===== config.mk =====
export PLATFORM = sky130hd
export DESIGN_NAME = ddc_multimode
export DESIGN_NICKNAME = d
export VERILOG_FILES = /design/src/rtl/ddc_pkg.sv /design/src/rtl/ddc_mixer.sv /design/src/rtl/ddc_halfband_dec.sv /design/src/rtl/ddc_multimode.sv
export SDC_FILE = /design/constraint.sdc
export NUM_CORES = 2
export LEC_CHECK = 0
export BUFFER_PORTS_ARGS = -buffer_cell sky130_fd_sc_hd__buf_4
export CORE_ASPECT_RATIO = 0.6
export CORE_UTILIZATION = 60
export DETAILED_ROUTE_END_ITERATION = 7
export GPL_ROUTABILITY_DRIVEN = 0
export PLACE_DENSITY = 0.76
export SETUP_SLACK_MARGIN = 0.2
export SLEW_MARGIN = 25
export SYNTH_ARGS = -nofsm -noshare
export SYNTH_HDL_FRONTEND = slang
export SYNTH_HIERARCHICAL = 1
export SYNTH_SLANG_ARGS = --single-unit
export TNS_END_PERCENT = 5

===== constraint.sdc =====
create_clock -name clk -period 22.7 [get_ports clk]
set_clock_uncertainty 0.1 [all_clocks]
set_input_delay 4.54 -clock clk [delete_from_list [all_inputs] [get_ports clk]]
set_output_delay 4.54 -clock clk [all_outputs]
set_load 0.005 [all_outputs]

===== src/rtl/ddc_pkg.sv =====
`timescale 1ns/1ps
// Shared constants of the down-converter: mode codes and half-band taps.
// Assumes a 7-tap half-band whose coefficients sum to 2**HB_SHIFT.
package ddc_pkg;
    localparam logic [2:0] MODE_PASS    = 3'd0;
    localparam logic [2:0] MODE_H_LOW   = 3'd1;
    localparam logic [2:0] MODE_H_HIGH  = 3'd2;
    localparam logic [2:0] MODE_PASS_B  = 3'd3;
    localparam logic [2:0] MODE_Q_DC    = 3'd4;
    localparam logic [2:0] MODE_Q_POS   = 3'd5;
    localparam logic [2:0] MODE_Q_NYQ   = 3'd6;
    localparam logic [2:0] MODE_Q_NEG   = 3'd7;

    localparam int HB_EDGE  = -1;   // taps 0 and 6
    localparam int HB_NEAR  = 9;    // taps 2 and 4
    localparam int HB_MID   = 16;   // tap 3
    localparam int HB_SHIFT = 5;    // normalisation
    localparam int HB_DEPTH = 6;    // stored past samples
endpackage


===== src/rtl/ddc_mixer.sv =====
`timescale 1ns/1ps
// Band-shift stage: multiplies each accepted sample by a mode-dependent
// unit sequence (real or complex) indexed by a 2-bit sample phase.
// Assumes the mode is static between resets; output is combinational.
module ddc_mixer #(
    parameter int W = 16
) (
    input  logic                clk,
    input  logic                rst_n,
    input  logic                in_valid,
    input  logic [2:0]          mode,
    input  logic signed [W-1:0] in_data,
    output logic signed [W-1:0] mix_i,
    output logic signed [W-1:0] mix_q
);
    import ddc_pkg::*;

    localparam logic signed [W-1:0] MIN_V = {1'b1, {(W-1){1'b0}}};
    localparam logic signed [W-1:0] MAX_V = {1'b0, {(W-1){1'b1}}};

    logic [1:0]          phase;
    logic signed [W-1:0] neg_x;

    // Sample phase advances once per accepted sample.
    always_ff @(posedge clk) begin
        if (!rst_n)        phase <= '0;
        else if (in_valid) phase <= phase + 2'd1;
    end

    // Saturating negation of the input.
    always_comb neg_x = (in_data == MIN_V) ? MAX_V : -in_data;

    // Select the real and imaginary product for the current phase.
    always_comb begin
        mix_i = in_data;
        mix_q = '0;
        case (mode)
            MODE_H_HIGH, MODE_Q_NYQ: mix_i = phase[0] ? neg_x : in_data;
            MODE_Q_POS, MODE_Q_NEG: begin
                mix_i = phase[0] ? '0 : (phase[1] ? neg_x : in_data);
                if (phase[0])
                    mix_q = (phase[1] ^ (mode == MODE_Q_POS)) ? neg_x : in_data;
            end
            default: ;
        endcase
    end
endmodule


===== src/rtl/ddc_halfband_dec.sv =====
`timescale 1ns/1ps
// Half-band decimate-by-2 stage: filters every accepted sample and emits
// a rounded, saturated result on every second one (the odd-numbered).
// Assumes the input never exceeds W bits; result is registered.
module ddc_halfband_dec #(
    parameter int W = 16
) (
    input  logic                clk,
    input  logic                rst_n,
    input  logic                in_valid,
    input  logic signed [W-1:0] in_data,
    output logic                out_valid,
    output logic signed [W-1:0] out_data
);
    import ddc_pkg::*;

    localparam int AW = W + 6;

    logic signed [W-1:0]  dly [HB_DEPTH];
    logic                 odd;
    logic signed [AW-1:0] acc, rnd, shf;
    logic signed [W-1:0]  sat;
    logic                 ovf;

    // Weighted sum of the window whose newest sample is in_data.
    always_comb begin
        acc = AW'(HB_EDGE) * AW'(in_data)
            + AW'(HB_NEAR) * AW'(dly[1])
            + AW'(HB_MID)  * AW'(dly[2])
            + AW'(HB_NEAR) * AW'(dly[3])
            + AW'(HB_EDGE) * AW'(dly[5]);
        rnd = acc + AW'(1 <<< (HB_SHIFT - 1));
        shf = rnd >>> HB_SHIFT;
        ovf = !(&shf[AW-1:W-1]) && (|shf[AW-1:W-1]);
        sat = ovf ? (shf[AW-1] ? {1'b1, {(W-1){1'b0}}} : {1'b0, {(W-1){1'b1}}})
                  : shf[W-1:0];
    end

    // Delay line shifts on each accepted sample.
    always_ff @(posedge clk) begin
        if (!rst_n) begin
            for (int k = 0; k < HB_DEPTH; k++) dly[k] <= '0;
        end else if (in_valid) begin
            dly[0] <= in_data;
            for (int k = 1; k < HB_DEPTH; k++) dly[k] <= dly[k-1];
        end
    end

    // Decimation phase and registered output.
    always_ff @(posedge clk) begin
        if (!rst_n) begin
            odd       <= 1'b0;
            out_valid <= 1'b0;
            out_data  <= '0;
        end else begin
            out_valid <= in_valid & odd;
            if (in_valid) odd <= ~odd;
            if (in_valid && odd) out_data <= sat;
        end
    end
endmodule


===== src/rtl/ddc_multimode.sv =====
`timescale 1ns/1ps
// Multi-mode decimating down-converter top: captures the mode in reset,
// shifts the band, and runs one or two half-band stages per channel,
// or forwards samples at full rate in pass-through.
// Assumes cfg_mode is held stable for the last reset cycles.
module ddc_multimode #(
    parameter int W = 16
) (
    input  logic                clk,
    input  logic                rst_n,
    input  logic [2:0]          cfg_mode,
    input  logic                in_valid,
    input  logic signed [W-1:0] in_data,
    output logic                out_valid,
    output logic signed [W-1:0] out_i,
    output logic signed [W-1:0] out_q
);
    import ddc_pkg::*;

    localparam int NCH = 2;

    logic [2:0]          mode_q;
    logic signed [W-1:0] mix [NCH];
    logic                s1_v [NCH];
    logic signed [W-1:0] s1_d [NCH];
    logic                s2_v [NCH];
    logic signed [W-1:0] s2_d [NCH];
    logic                pass_v;
    logic signed [W-1:0] pass_d;

    // Mode capture: only while reset is held.
    always_ff @(posedge clk) begin
        if (!rst_n) mode_q <= cfg_mode;
    end

    ddc_mixer #(.W(W)) u_mix (
        .clk(clk), .rst_n(rst_n), .in_valid(in_valid), .mode(mode_q),
        .in_data(in_data), .mix_i(mix[0]), .mix_q(mix[1])
    );

    // Two cascaded half-band stages per channel (I, Q).
    for (genvar ch = 0; ch < NCH; ch++) begin : g_ch
        ddc_halfband_dec #(.W(W)) u_s1 (
            .clk(clk), .rst_n(rst_n), .in_valid(in_valid), .in_data(mix[ch]),
            .out_valid(s1_v[ch]), .out_data(s1_d[ch])
        );
        ddc_halfband_dec #(.W(W)) u_s2 (
            .clk(clk), .rst_n(rst_n), .in_valid(s1_v[ch]), .in_data(s1_d[ch]),
            .out_valid(s2_v[ch]), .out_data(s2_d[ch])
        );
    end

    // Full-rate pass-through register.
    always_ff @(posedge clk) begin
        if (!rst_n) begin
            pass_v <= 1'b0;
            pass_d <= '0;
        end else begin
            pass_v <= in_valid;
            if (in_valid) pass_d <= in_data;
        end
    end

    // Output selection by captured mode.
    always_comb begin
        case (mode_q)
            MODE_H_LOW, MODE_H_HIGH: begin
                out_valid = s1_v[0]; out_i = s1_d[0]; out_q = '0;
            end
            MODE_Q_DC, MODE_Q_POS, MODE_Q_NYQ, MODE_Q_NEG: begin
                out_valid = s2_v[0]; out_i = s2_d[0]; out_q = s2_d[1];
            end
            default: begin
                out_valid = pass_v; out_i = pass_d; out_q = '0;
            end
        endcase
    end
endmodule


==> flow_summary.ini <==
[outcome]
status = completed

[clock_network]
cts_setup_buffers = 0
htreeDepth = 2
numCtsBuffers = 45
postCtsResizedCells = 0
clk_pin_slew_ns = 0.06
clk_path_buf_depth = 3
tritoncts = yes
clockRootBuffer = clkbuf_16
insertion_delay_ns = 0.59
cts_num_sinks = 477
cts_hold_buf = 0

[drt]
detail_route.first_pass.iterations = 6
drcViolationCount = 0
via_count = 24125
antenna_left = 0
wl_um = 82100
drtIter0Drc = 2579
vias_per_cell = 5.77
wl_per_cell_um = 19.6

[setup_path]
start_kind = input pin
required_ns = 23.02
crit_type = input pin to flip-flop
crit_fanout = 26
path_common_cell = fa_1
end_kind = flip-flop
slowest_delay_ns = 0.70
arrival_ns = 11.95
cpMaxStageDelayCell = or4_1
crit_chain = buf_4 -> or4_1 -> nor4_4 -> buf_4 -> a2111oi_1 -> a2111oi_1 -> inv_1 -> ha_1 -> fa_1 -> fa_1 -> fa_1 -> inv_1 -> fa_1 -> inv_1 -> ha_1 -> ha_1 -> a21oi_1 -> o211ai_1 -> a211o_1 -> o21a_4 -> or4_4 -> a21oi_4 -> a2111oi_1

[layout]
num-fill-cells = 4573
area_growth_pct = 6.83
multi_input_area_mm2 = 0.0203
final_common_cell = inv_1
drive_above_1_share_pct = 7.30
layout_common_cells = inv_1 (731), ha_1 (437), and3_1 (395), edfxtp_1 (387), fa_1 (328)
nNetsFinal = 4105
seqCellArea_mm2 = 0.0134

[floorplanning]
die_h_um = 194
io_pins = 55
fp.dieW_um = 323
rows = 70
die_area_mm2 = 0.0628
initial_core_util_pct = 60.8
fp.coreArea_mm2 = 0.0610

[sta]
tns_ns = 0
slew_viol_final = 0
period_share_pct = 51.2
fmax_ghz = 0.0860
min_period_ns = 11.63
worst_pin_slew_ns = 0.992
hold_violations = 0
max-slew-margin-rel_pct = 33.4
rsz0062_at_grt = no
setup_viol_count_final = 0

[run]
drv_cap = 0

[global_routing]
antenna_found_initial = 6
track_usage_pct = 27.0
grt_max_degree = 132
grt.overflow.total = 0
grt_pass1_wl_um = 133000
grt_pass1_vias = 24446

[synthesis]
synth_area_mm2 = 0.0370
synthCells = 3337
syn-num-nets = 4124
yosysWarnings = 6
postSynthAreaPerCell_um2 = 11.1

[hold_path]
hold_path.class = flip-flop to flip-flop

[place]
dpl.hpwl_um = 61400
port_buffers = 54
## metrics by stage
step / cells / hold slack [ns] / util (%) / instance area, um^2 / setup slack, ns
6_report: 4184 / 0.378 / 64.9 / 39600 / 11.07
5_1_grt: 4184 / 0.409 / 64.9 / 39600 / 10.75
4_1_cts: 4183 / 0.374 / 64.9 / 39500 / 11.14
3_5_place_dp: 4099 / 0.365 / 62.4 / 38000 / 10.50
3_3_place_gp: 4098 / 0.366 / 62.4 / 38000 / 10.79
2_1_floorplan: 3337 / 0.338 / - / 37000 / 11.30
## registers in the layout (all words and copies together) (netlist names)
register and count:
g_ch.u_s1/dly 192, g_ch.u_s1/odd 2, g_ch.u_s1/out_data 32, g_ch.u_s1/out_valid 2, g_ch.u_s2/dly 192, g_ch.u_s2/odd 2, g_ch.u_s2/out_data 32, g_ch.u_s2/out_valid 1
mode_q 3, pass_d 16, pass_v 1, u_mix/phase 2
## worst max-delay path, delay by kind of cell
kind	cells	cell delay [ns]
buf+inv	5	0.68
fa+ha+maj	7	2.84
compound gates	8	2.29
simple gates	3	1.59
## metal layers
metal | routed length, um | GRT usage [%] | vias to the layer above
li1 | - | - | 11197
met1 | 39600 | 43.8 | 11855
met2 | 32700 | 36.8 | 918
met3 | 8180 | 5.98 | 151
met4 | 1560 | 5.14 | 4
met5 | 26 | 0 | -
## final cells by class
type | instances | share of cell area (%)
multi-input combinational | 1989 | 51.3
sequential | 477 | 33.9
inverter | 732 | 6.94
clock buffer | 56 | 3.08
tap | 828 | 2.62
timing repair buffer | 73 | 1.43
clock inverter | 28 | 0.724
antenna | 1 | 0.00632
## worst paths after layout
path	startpoint	slack [ns]	to	cells past startpoint
worst max-delay path	in_data[3]	11.07	g_ch[1].u_s1/out_data[4]$_SDFFE_PN0P_	23
worst min-delay path	g_ch[1].u_s2/out_data[7]$_SDFFE_PN0P_	0.38	g_ch[1].u_s2/out_data[7]$_SDFFE_PN0P_	2
worst max register to register	mode_q[2]$_DFFE_PN_	14.84	g_ch[0].u_s1/out_data[6]$_SDFFE_PN0P_	24
worst min register to register	g_ch[1].u_s2/out_data[7]$_SDFFE_PN0P_	0.38	g_ch[1].u_s2/out_data[7]$_SDFFE_PN0P_	2
Power is not shown: default switching activity piles up to over one toggle a cycle in this logic, so the estimate is an artifact.
